[src/rtl/hsreset_pkg.sv]
// Package: shared encodings for the high-speed reset negotiator.
// Assumes the two-bit line state and transceiver control encodings below.
package hsreset_pkg;
    typedef enum logic [1:0] {
        ST_IDLE  = 2'd0,
        ST_SE0   = 2'd1,
        ST_WAIT  = 2'd2,
        ST_CHIRP = 2'd3
    } rst_state_e;

    localparam logic [1:0] LINE_SE0 = 2'b00;
    localparam logic [1:0] LINE_J   = 2'b01;
    localparam logic [1:0] LINE_K   = 2'b10;

    localparam logic [1:0] SPD_LOW  = 2'b00;
    localparam logic [1:0] SPD_FULL = 2'b01;
    localparam logic [1:0] SPD_HIGH = 2'b10;

    localparam logic [1:0] XCV_HS = 2'b00;
    localparam logic [1:0] XCV_FS = 2'b01;
    localparam logic [1:0] XCV_LS = 2'b10;

    localparam logic [1:0] OPM_NORMAL = 2'b00;
    localparam logic [1:0] OPM_CHIRP  = 2'b10;
endpackage

[src/rtl/hsreset_timer.sv]
// Module: saturating cycle timer. Counts while run is high, clears when run
// is low, and flags the cycle in which LIMIT cycles of running are complete.
// Assumes LIMIT >= 1.
module hsreset_timer #(
    parameter int unsigned LIMIT = 4
) (
    input  logic clk,
    input  logic rst_n,
    input  logic run,
    output logic expired
);
    localparam int W = (LIMIT < 2) ? 1 : $clog2(LIMIT);

    logic [W-1:0] cnt_q;

    // Purpose: count running cycles, holding at the last one.
    always_ff @(posedge clk) begin
        if (!rst_n || !run) begin
            cnt_q <= '0;
        end else if (cnt_q != W'(LIMIT - 1)) begin
            cnt_q <= cnt_q + 1'b1;
        end
    end

    assign expired = (cnt_q == W'(LIMIT - 1));

    // once the timer has expired, it stays expired while it keeps running.
    p_timer_holds_r5: assert property (@(posedge clk) disable iff (!rst_n)
        (run && $past(run) && $past(expired)) |-> expired);
endmodule

[src/rtl/hsreset_kfilter.sv]
// Module: device Chirp K debounce. Counts consecutive qualified K cycles
// while enabled and flags acceptance after DET cycles. A shorter run is
// discarded. Assumes DET >= 1.
module hsreset_kfilter #(
    parameter int unsigned DET = 3
) (
    input  logic clk,
    input  logic rst_n,
    input  logic enable,
    input  logic kline,
    output logic accepted
);
    localparam int W = $clog2(DET + 1);

    logic [W-1:0] run_q;

    // Purpose: count consecutive qualified K cycles, saturating at DET.
    always_ff @(posedge clk) begin
        if (!rst_n || !enable) begin
            run_q <= '0;
        end else if (kline) begin
            if (run_q != W'(DET)) begin
                run_q <= run_q + 1'b1;
            end
        end else if (run_q != W'(DET)) begin
            run_q <= '0;
        end
    end

    assign accepted = (run_q == W'(DET));

    // acceptance can only appear right after a qualified K cycle.
    p_accept_on_k_r4: assert property (@(posedge clk) disable iff (!rst_n)
        $rose(accepted) |-> $past(kline));
endmodule

[src/rtl/hsreset_symgen.sv]
// Module: host chirp symbol generator. While run is high, it emits symbols of
// SYM cycles each, starting with K and alternating. It flags the last cycle
// of each symbol.
module hsreset_symgen #(
    parameter int unsigned SYM = 45
) (
    input  logic clk,
    input  logic rst_n,
    input  logic run,
    output logic sym_k,
    output logic sym_last
);
    localparam int W = $clog2(SYM);

    logic [W-1:0] cnt_q;
    logic         k_q;

    // Purpose: step through a symbol and toggle K/J at its last cycle.
    always_ff @(posedge clk) begin
        if (!rst_n || !run) begin
            cnt_q <= '0;
            k_q   <= 1'b1;
        end else if (sym_last) begin
            cnt_q <= '0;
            k_q   <= ~k_q;
        end else begin
            cnt_q <= cnt_q + 1'b1;
        end
    end

    assign sym_last = (cnt_q == W'(SYM - 1));
    assign sym_k    = k_q;

    // the symbol holds between boundaries.
    p_sym_hold_r7: assert property (@(posedge clk) disable iff (!rst_n)
        (run && $past(run) && !$past(sym_last)) |-> $stable(sym_k));
    // the symbol flips at every boundary.
    p_sym_flip_r7: assert property (@(posedge clk) disable iff (!rst_n)
        (run && $past(run) && $past(sym_last)) |-> (sym_k != $past(sym_k)));
endmodule

[src/rtl/hsreset_ctl.sv]
// Module: host reset and high-speed chirp negotiator (top).
// It classifies the device on start and drives SE0 for a full-speed device.
// It accepts a debounced device Chirp K, answers with a timed K/J train, and
// reports the speed with a done pulse. All durations are in clock cycles.
// Assumes line_state_i and hs_act_i are already synchronous to clk.
module hsreset_ctl
    import hsreset_pkg::*;
#(
    parameter int unsigned CYC_PER_US = 60,
    parameter int unsigned SYM_CYC    = 3000,
    parameter int unsigned RESP_CYC   = 600,
    parameter int unsigned RESET_CYC  = 600000
) (
    input  logic       clk,
    input  logic       rst_n,
    input  logic       start_i,
    input  logic [1:0] line_state_i,
    input  logic       hs_act_i,
    output logic [1:0] xcvr_sel_o,
    output logic       term_sel_o,
    output logic [1:0] op_mode_o,
    output logic       chirp_tx_o,
    output logic       chirp_k_o,
    output logic       done_o,
    output logic [1:0] speed_o
);
    localparam int unsigned DET_CYC  = (5 * CYC_PER_US + 1) / 2;
    localparam int unsigned SYM_MIN  = 40 * CYC_PER_US;
    localparam int unsigned SYM_MAX  = 60 * CYC_PER_US;
    localparam int unsigned RESP_MAX = 100 * CYC_PER_US;

    // Elaboration checks on the timing windows.
    if (SYM_CYC < SYM_MIN || SYM_CYC > SYM_MAX) begin : g_bad_sym
        $error("hsreset_ctl: SYM_CYC outside the 40..60 us window");
    end
    if (RESP_CYC < 1 || RESP_CYC + 1 > RESP_MAX) begin : g_bad_resp
        $error("hsreset_ctl: RESP_CYC exceeds the 100 us response limit");
    end
    if (RESET_CYC < 2) begin : g_bad_reset
        $error("hsreset_ctl: RESET_CYC too small");
    end

    rst_state_e state_q;
    logic [1:0] speed_q;
    logic       done_q;
    logic       kline;
    logic       k_ok;
    logic       rst_exp;
    logic       resp_exp;
    logic       sym_k;
    logic       sym_last;

    assign kline = (line_state_i == LINE_K) && hs_act_i;

    hsreset_timer #(.LIMIT(RESET_CYC)) u_rst_timer (
        .clk     (clk),
        .rst_n   (rst_n),
        .run     (state_q != ST_IDLE),
        .expired (rst_exp)
    );

    hsreset_timer #(.LIMIT(RESP_CYC)) u_resp_timer (
        .clk     (clk),
        .rst_n   (rst_n),
        .run     (state_q == ST_WAIT),
        .expired (resp_exp)
    );

    hsreset_kfilter #(.DET(DET_CYC)) u_kfilter (
        .clk      (clk),
        .rst_n    (rst_n),
        .enable   (state_q == ST_SE0),
        .kline    (kline),
        .accepted (k_ok)
    );

    hsreset_symgen #(.SYM(SYM_CYC)) u_symgen (
        .clk      (clk),
        .rst_n    (rst_n),
        .run      (state_q == ST_CHIRP),
        .sym_k    (sym_k),
        .sym_last (sym_last)
    );

    // Purpose: sequence classification, SE0 reset, response wait and chirp train.
    always_ff @(posedge clk) begin
        if (!rst_n) begin
            state_q <= ST_IDLE;
            speed_q <= SPD_FULL;
            done_q  <= 1'b0;
        end else begin
            done_q <= 1'b0;
            unique case (state_q)
                ST_IDLE: begin
                    if (start_i && line_state_i == LINE_K) begin
                        speed_q <= SPD_LOW;
                        done_q  <= 1'b1;
                    end else if (start_i && line_state_i == LINE_J) begin
                        state_q <= ST_SE0;
                    end
                end
                ST_SE0: begin
                    if (rst_exp) begin
                        state_q <= ST_IDLE;
                        speed_q <= SPD_FULL;
                        done_q  <= 1'b1;
                    end else if (k_ok && !kline) begin
                        state_q <= ST_WAIT;
                    end
                end
                ST_WAIT: begin
                    if (rst_exp) begin
                        state_q <= ST_IDLE;
                        speed_q <= SPD_FULL;
                        done_q  <= 1'b1;
                    end else if (resp_exp) begin
                        state_q <= ST_CHIRP;
                    end
                end
                ST_CHIRP: begin
                    if (sym_last && rst_exp) begin
                        state_q <= ST_IDLE;
                        speed_q <= SPD_HIGH;
                        done_q  <= 1'b1;
                    end
                end
                default: state_q <= ST_IDLE;
            endcase
        end
    end

    // Purpose: derive transceiver controls from the phase and the last speed.
    always_comb begin
        xcvr_sel_o = XCV_FS;
        term_sel_o = 1'b1;
        op_mode_o  = OPM_NORMAL;
        if (state_q != ST_IDLE) begin
            xcvr_sel_o = XCV_HS;
            term_sel_o = 1'b0;
            op_mode_o  = OPM_CHIRP;
        end else if (speed_q == SPD_HIGH) begin
            xcvr_sel_o = XCV_HS;
            term_sel_o = 1'b0;
        end else if (speed_q == SPD_LOW) begin
            xcvr_sel_o = XCV_LS;
        end
    end

    assign chirp_tx_o = (state_q == ST_CHIRP);
    assign chirp_k_o  = (state_q == ST_CHIRP) && sym_k;
    assign done_o     = done_q;
    assign speed_o    = speed_q;

    // a low-speed result never comes out of the reset phase.
    p_ls_skip_r1: assert property (@(posedge clk) disable iff (!rst_n)
        (done_o && speed_o == SPD_LOW) |-> ($past(state_q) == ST_IDLE));
    // done is a single-cycle pulse.
    p_done_pulse_r3: assert property (@(posedge clk) disable iff (!rst_n)
        done_o |=> !done_o);
    // a start on an SE0 or SE1 line leaves the block idle.
    p_bad_line_r3: assert property (@(posedge clk) disable iff (!rst_n)
        ($past(state_q) == ST_IDLE && $past(start_i) && $past(line_state_i) != LINE_J
         && $past(line_state_i) != LINE_K) |-> (state_q == ST_IDLE && !done_o));
    // the response wait starts only after an accepted device chirp.
    p_wait_needs_k_r4: assert property (@(posedge clk) disable iff (!rst_n)
        (state_q == ST_WAIT && $past(state_q) == ST_SE0) |-> $past(k_ok));
    // a full or high result comes only after the reset time has run out.
    p_min_reset_r5: assert property (@(posedge clk) disable iff (!rst_n)
        (done_o && speed_o != SPD_LOW) |-> $past(rst_exp));
    // a high-speed result ends on a complete chirp symbol.
    p_hs_boundary_r8: assert property (@(posedge clk) disable iff (!rst_n)
        (done_o && speed_o == SPD_HIGH) |-> ($past(state_q) == ST_CHIRP && $past(sym_last)));
endmodule

[config.mk]
export PLATFORM = sky130hd
export DESIGN_NAME = hsreset_ctl
export DESIGN_NICKNAME = d
export VERILOG_FILES = /design/src/rtl/hsreset_pkg.sv /design/src/rtl/hsreset_timer.sv /design/src/rtl/hsreset_kfilter.sv /design/src/rtl/hsreset_symgen.sv /design/src/rtl/hsreset_ctl.sv
export SDC_FILE = /design/constraint.sdc
export NUM_CORES = 1
export LEC_CHECK = 0
export BUFFER_PORTS_ARGS = -buffer_cell sky130_fd_sc_hd__buf_4
export CAP_MARGIN = 20
export CORE_UTILIZATION = 35
export DETAILED_ROUTE_END_ITERATION = 12
export SLEW_MARGIN = 20
export SYNTH_ARGS = -nofsm -noshare
export SYNTH_HDL_FRONTEND = slang
export SYNTH_SLANG_ARGS = --single-unit
[constraint.sdc]
create_clock -name clk -period 1.8 [get_ports clk]
set_clock_uncertainty 0.05 [all_clocks]
set_input_delay 0.27 -clock clk [delete_from_list [all_inputs] [get_ports clk]]
set_output_delay 0.27 -clock clk [all_outputs]
set_load 0.05 [all_outputs]
; Word-level counts from Yosys, hierarchy flattened
; Index checks and enable logic that the tools add are counted.
[word_totals]
n_memories = 0
latchBits = 0
inputBits = 6
out_inout_bits = 10
word_cells = 81
reg_bits = 56
ramBits = 0
rom_bits = 0
[classes]
multipliers = 0
add_sub_neg = 4
n_mux = 25
reduce_logical = 23
magnitude_cmp = 0
bitwise_logic = 1
shift = 0
n_eq_ne = 20
n_div = 0
[op_table]
columns = op, count
row1 = $mux 2, 14
row2 = $mux 8, 3
row3 = $add 20x1->20 const B, 1
row4 = $eq 20x20->1 const B, 1
row5 = $ne 20x20->1 const B, 1
row6 = $add 12x1->12 const B, 1
row7 = $eq 12x12->1 const B, 1
row8 = $add 10x1->10 const B, 1
row9 = $eq 10x10->1 const B, 1
row10 = $ne 10x10->1 const B, 1
row11 = $add 8x1->8 const B, 1
row12 = $eq 2x2->1 const B, 4
row13 = $eq 8x8->1 const B, 1
row14 = $ne 2x2->1 const B, 4
row15 = $ne 8x8->1 const B, 1
row16 = $pmux 2 s4, 1
row17 = $logic_and 1x1->1, 6
row18 = $logic_not 1->1, 6
row19 = $ne 3x3->1 const B, 2
row20 = $pmux 2 s3, 1
row21 = $mux 1, 5
row22 = $reduce_and 5->1, 1
row23 = $eq 2x1->1 const B, 2
row24 = $logic_not 2->1, 2
row25 = 7 further kinds, 11

; Logic depth before layout (Yosys ltp)
[logic_depth]
word_depth = 7
depth_mapped = 8
mapped_depth_nobuf = 7

; Cells and area by module
; From an unflattened synthesis, not the netlist that was laid out.
[hier_totals]
cells_unflattened = 328
hier_area_um2 = 2880.3
[modules_own_cells]
columns = mod, instances, area_each_um2, seq_area_each_um2, cells_per_inst
row1 = hsreset_timer (u_rst_timer), 1, 977.2, 400.4, 110
row2 = hsreset_symgen, 1, 573.0, 260.2, 63
row3 = hsreset_timer (u_resp_timer), 1, 494.2, 200.2, 57
row4 = hsreset_kfilter, 1, 419.2, 160.2, 47
row5 = hsreset_ctl, 1, 416.6, 100.1, 51

; Least setup slack after synthesis
; No wires, ideal clock.
[synth_path]
path_type = register to output
startpoint = register state_q[0]
endpoint = output xcvr_sel_o[1]
n_path_buf = 0
setup_slack_ns = -0.359
stages_incl_launch_ff = 5
required_time_ns = 1.480
arrival_ns = 1.839
path_cell_list = dfxtp_1 inv_1 ha_1 inv_1 nor3_1
[synth_between]
elab_chain_len = 2
[synth_rtl]
columns = element, line
row1 = "start, declared", hsreset_ctl.sv:43  ; rst_state_e state_q;
row2 = "start signal, assigned", hsreset_ctl.sv:88  ; state_q <= ST_IDLE;
row3 = "start signal, assigned", hsreset_ctl.sv:99  ; state_q <= ST_SE0;
row4 = "start signal, assigned", hsreset_ctl.sv:104  ; state_q <= ST_IDLE;
row5 = $reduce_bool 2->1, --
row6 = via u_rst_timer.run, hsreset_timer.sv:9  ; input logic run,
row7 = $mux 2, hsreset_ctl.sv:137  ; if (state_q != ST_IDLE) begin
row8 = "end, declared", hsreset_ctl.sv:19  ; output logic [1:0] xcvr_sel_o,
; The timed path passes the listed nets, and every way through them passes these cells.

; Worst setup path in the final report
[layout_path]
startpoint = register u_symgen.cnt_q[10]
endpoint = register speed_q[0], in the netlist speed_o[0]
[layout_between]
elab_chain_len = 4
[layout_rtl]
columns = element, line
row1 = "start, declared", hsreset_symgen.sv:15  ; logic [W-1:0] cnt_q;
row2 = "start signal, assigned", hsreset_symgen.sv:27  ; cnt_q <= cnt_q + 1'b1;
row3 = $eq 12x12->1, hsreset_symgen.sv:31  ; assign sym_last = (cnt_q == W'(SYM - 1));
row4 = $logic_and 1x1->1, hsreset_ctl.sv:121  ; if (sym_last && rst_exp) begin
row5 = $ne 2x2->1 (no line), --
row6 = $reduce_and 3->1 (no line), --
row7 = "end signal, assigned", hsreset_ctl.sv:105  ; speed_q <= SPD_FULL;
row8 = "end signal, assigned", hsreset_ctl.sv:114  ; speed_q <= SPD_FULL;
row9 = "end signal, assigned", hsreset_ctl.sv:123  ; speed_q <= SPD_HIGH;
row10 = "end, declared", hsreset_ctl.sv:44  ; logic [1:0] speed_q;
; Every way passes these cells.
; A chain may end at the register's enable or synchronous reset.

==> reports/qor.txt <==
CRITICAL PATH
--------------------------------------------------------------------------------------
Worst R2R Path Depth                                                                 5
Most frequent CP cell                                                            or3_4
R2R Setup Slk                                                                 -0.01 ns
Category of the worst setup path launch point                                 register
Crit path required time                                                        1.95 ns
Setup crit end kind                                                           register
Data arrival at the endpoint of the critical path                              1.96 ns
Crit-path cells                                                           nand4bb_1 > or3_4 > or3_4 > a221oi_2 > o21ai_1
Worst r2r dst                                                               speed_o[0]
CP top delay family                                                       simple AND/OR/NAND/NOR gates
Critical path buffer and inverter count                                              0
Maximum fanout along the worst path                                                  3
Highest-delay cell along the critical path                                       or3_4
Start-to-end type of the worst setup path                                   reg -> reg
Stage delay of the slowest cell on the critical path                           0.43 ns
RR Startpoint                                                             u_symgen.cnt_q[10]

SYNTHESIS
--------------------------------------------------------------------------------------
Post-synthesis net count                                                           326
Number of enable-type register cells in the synthesized netlist                      0
Portion of synthesized cell area occupied by the leading cell type               40.8%
Most instantiated flip-flop cell in the synthesis netlist                      dfxtp_1
Synth area leaders                                                        dfxtp_1 (41%), nor2_1 (7.4%), xnor2_1 (7.0%), xor2_1 (5.4%), ha_1 (4.1%)
Unique masters post-synth                                                           45
Sequential share of the synthesized area                                         40.8%
Post-synth ARST share                                                               0%
Mean area per synthesized cell                                                8.83 µm²
Post-synthesis instance area                                               0.00275 mm²
Count of mapped cells out of synthesis                                             311
Yosys warns                                                                          0
Cell type with the largest total area after synthesis                          dfxtp_1
Flip-flop and latch count after synthesis                                           56

ROUTE
--------------------------------------------------------------------------------------
Post-route ant nets                                                                  0
Total routed wirelength                                                        5480 µm
Routed length per instance                                                     11.8 µm
Avg Vias per Cell                                                                 4.88
First-iteration detailed-routing DRC count                                          73
Vias after detailed routing                                                       2258
Number of detailed-route iterations in the first pass                                4
Number of remaining DRC errors                                                       0

FLOORPLAN
--------------------------------------------------------------------------------------
Die Area                                                                   0.00821 mm²
Overall die width                                                              90.6 µm
Number of ports placed on the die boundary                                          16
Die boundary height                                                            90.6 µm
Core Region                                                                0.00741 mm²
Effective utilization at floorplan                                               37.1%
Number of placement rows                                                            31

WORST HOLD PATH
--------------------------------------------------------------------------------------
Endpoint of the worst hold-timing path                                      speed_o[0]
Hold Path Cell Cnt                                                                   2
Path category of the worst min-delay check                                   in -> reg
Min-Delay Startpoint                                                             rst_n

CTS
--------------------------------------------------------------------------------------
Number of buffers inserted by hold repair at cts                                     0
TritonCTS sink count                                                                56
TritonCTS clock tree                                                             built
Worst skew pair latency                                                        0.31 ns
CTS root buffer                                                               clkbuf_8
Maximum count of clock buffers along a single path                                   2
Clock slew at the register clock pins of the worst setup and hold paths        0.09 ns
Htree depth                                                                          2
Clock buffers created by TritonCTS                                                   5

PLACE
--------------------------------------------------------------------------------------
Dpl cell area                                                              0.00325 mm²
Dpl hpwl                                                                       3990 µm
Weighted congestion reported at the end of routability-driven placement          0.786
Count of buffers inserted at the top-level ports                                    14
Setup Slack @ Placement                                                     -0.0281 ns

FINAL LAYOUT
--------------------------------------------------------------------------------------
Post-layout net count                                                              378
Number of antenna repair diodes                                                      0
Fraction of final layout cells sized beyond drive strength 1                     27.5%
Area Overhead vs Synth                                                           26.3%
Post-Route Utilization                                                           46.8%
Final non-filler cell area                                                 0.00347 mm²

STA
--------------------------------------------------------------------------------------
Time the worst path needs with I/O delays and setup                            1.81 ns
Final Hold Viols                                                                     0
Fin. max-slew vios                                                                   0
Fmax                                                                         0.552 GHz
Final hold slack                                                              0.200 ns
Final WS setup                                                              -0.0124 ns
Setup repair after global routing missed its margin                               true
Final-report setup violation count                                                   1
Period Utilization, post-route                                                    101%

PWR
--------------------------------------------------------------------------------------
Maximum ir drop on the vdd rail                                             0.000312 V
Power density over the cells                                                716 mW/mm²
P_leak                                                                         1.29 nW

GRT
--------------------------------------------------------------------------------------
Maximum number of pins on one net before global-route repair                        17
Number of global-route vias before repair                                         2190
All-layer global routing usage                                                   14.0%
Wire length of the first global-routing pass                                   9520 µm
Initial antenna violation count                                                      0
GR Overflow Total                                                                    0

OUTCOME
--------------------------------------------------------------------------------------
Failing checks                                                            negative setup slack
Status                                                                    finished, violations left

RUN
--------------------------------------------------------------------------------------
Total of max-cap violations                                                          0

==> worst max-delay path by stage <==
stage                                   from         end  slack (ns)  cells after the start
after floorplan            u_symgen.cnt_q[1]  speed_o[0]       -0.02                      6
after global placement     u_symgen.cnt_q[1]  speed_o[0]      -0.002                      6
after detailed placement   u_symgen.cnt_q[1]  state_q[1]       -0.03                      6
after CTS                 u_kfilter.run_q[0]  state_q[1]       -0.01                      7
after global routing       u_symgen.cnt_q[1]  speed_o[0]       -0.05                      6
final                     u_symgen.cnt_q[10]  speed_o[0]       -0.01                      5
==> cell families after synthesis <==
family / Yosys count / share of synthesized area, %
mux: 3 / 1.09
fa+ha+maj: 9 / 4.10
simple gates: 146 / 29.3
other cells: 1 / 0.136
xor+xnor: 39 / 12.4
buf+inv: 21 / 3.19
compound gates: 36 / 8.92
flops: 56 / 40.8
==> cells in the mapped netlist (all sizes together), types with 3 or more instances <==
master   instances
nor3            10
xor2            17
o21ai            9
and4             3
nand3           19
clkbuf           7
xnor2           22
nand2           17
ha               9
nand3b           4
a21oi           13
nor2            54
and3             9
o2111ai          4
nand4            9
buf              3
dfxtp           56
inv             11
mux2i            3
or3              7
==> power breakdown <==
part           internal [mW]  total (mW)  switching (mW)
clock network          0.313       0.696           0.383
registers               1.26        1.29          0.0253
logic                  0.183       0.502           0.318
==> through the flow <==
stage / instances / setup TNS [ns] / power, mW
floorplan: 311 / -0.0233 / 1.64
global placement: 452 / -0.00238 / 1.78
detailed placement: 452 / -0.0496 / 1.78
CTS: 460 / -0.0140 / 2.49
global route: 463 / -0.114 / 2.60
finish: 463 / -0.0124 / 2.48
==> cell usage in the layout (no fill, tap or decap), types with 5 or more instances in the layout <==
cell type  netlist  final
clkbuf_8         0      6
nand3_1         18     17
dfxtp_1         56     49
nand2_1         17     17
o21ai_0          8      8
inv_1           11      8
and3_1           9      9
nand4_1          7      7
a21oi_1         13     12
nor3_1          10      7
xor2_1          17     17
or3_1            6      5
dfxtp_2          0      6
buf_4            2     53
ha_1             9      5
xnor2_1         22     21
nor2_1          54     54
==> final cells by class <==
class                           instances  area, µm²
Sequential cell                        56       1130
Fill cell                             723       3940
Tap cell                               99        124
Timing Repair Buffer                   55        420
Clock buffer                            7       86.3
Multi-Input combinational cell        234       1660
Inverter                               11       41.3
Clock inverter                          1       7.51
==> routing by layer <==
layer / vias up / global-route usage, % / part of all wire (%)
met5: - / 0 / 0
met4: 0 / 4.70 / 0.95
met3: 4 / 2.69 / 2.2
met2: 18 / 23.4 / 47
met1: 1046 / 17.9 / 50
li1: 1190 / - / -
==> worst reg2reg max path, cell delays in order (launching register included) <==
cell       delay, ns
dfxtp_2         0.33
nand4bb_1       0.22
or3_4           0.43
or3_4           0.34
a221oi_2        0.25
o21ai_1         0.10
==> timing repair <==
action / in CTS / in global routing
endpoints found under the setup margin: 5 / 15
pin swaps: 5 / 7
gates resized for setup: 6 / 20
setup buffers: 0 / 3
==> flip-flops by register name (all words and copies together), names as in the netlist <==
name and cells:
done_o 1, state_q 2, u_symgen.cnt_q 12, speed_o 2, u_symgen.sym_k 1, u_kfilter.run_q 8
u_rst_timer.cnt_q 20, u_resp_timer.cnt_q 10
No activity file was read; power rests on OpenSTA's default activity.
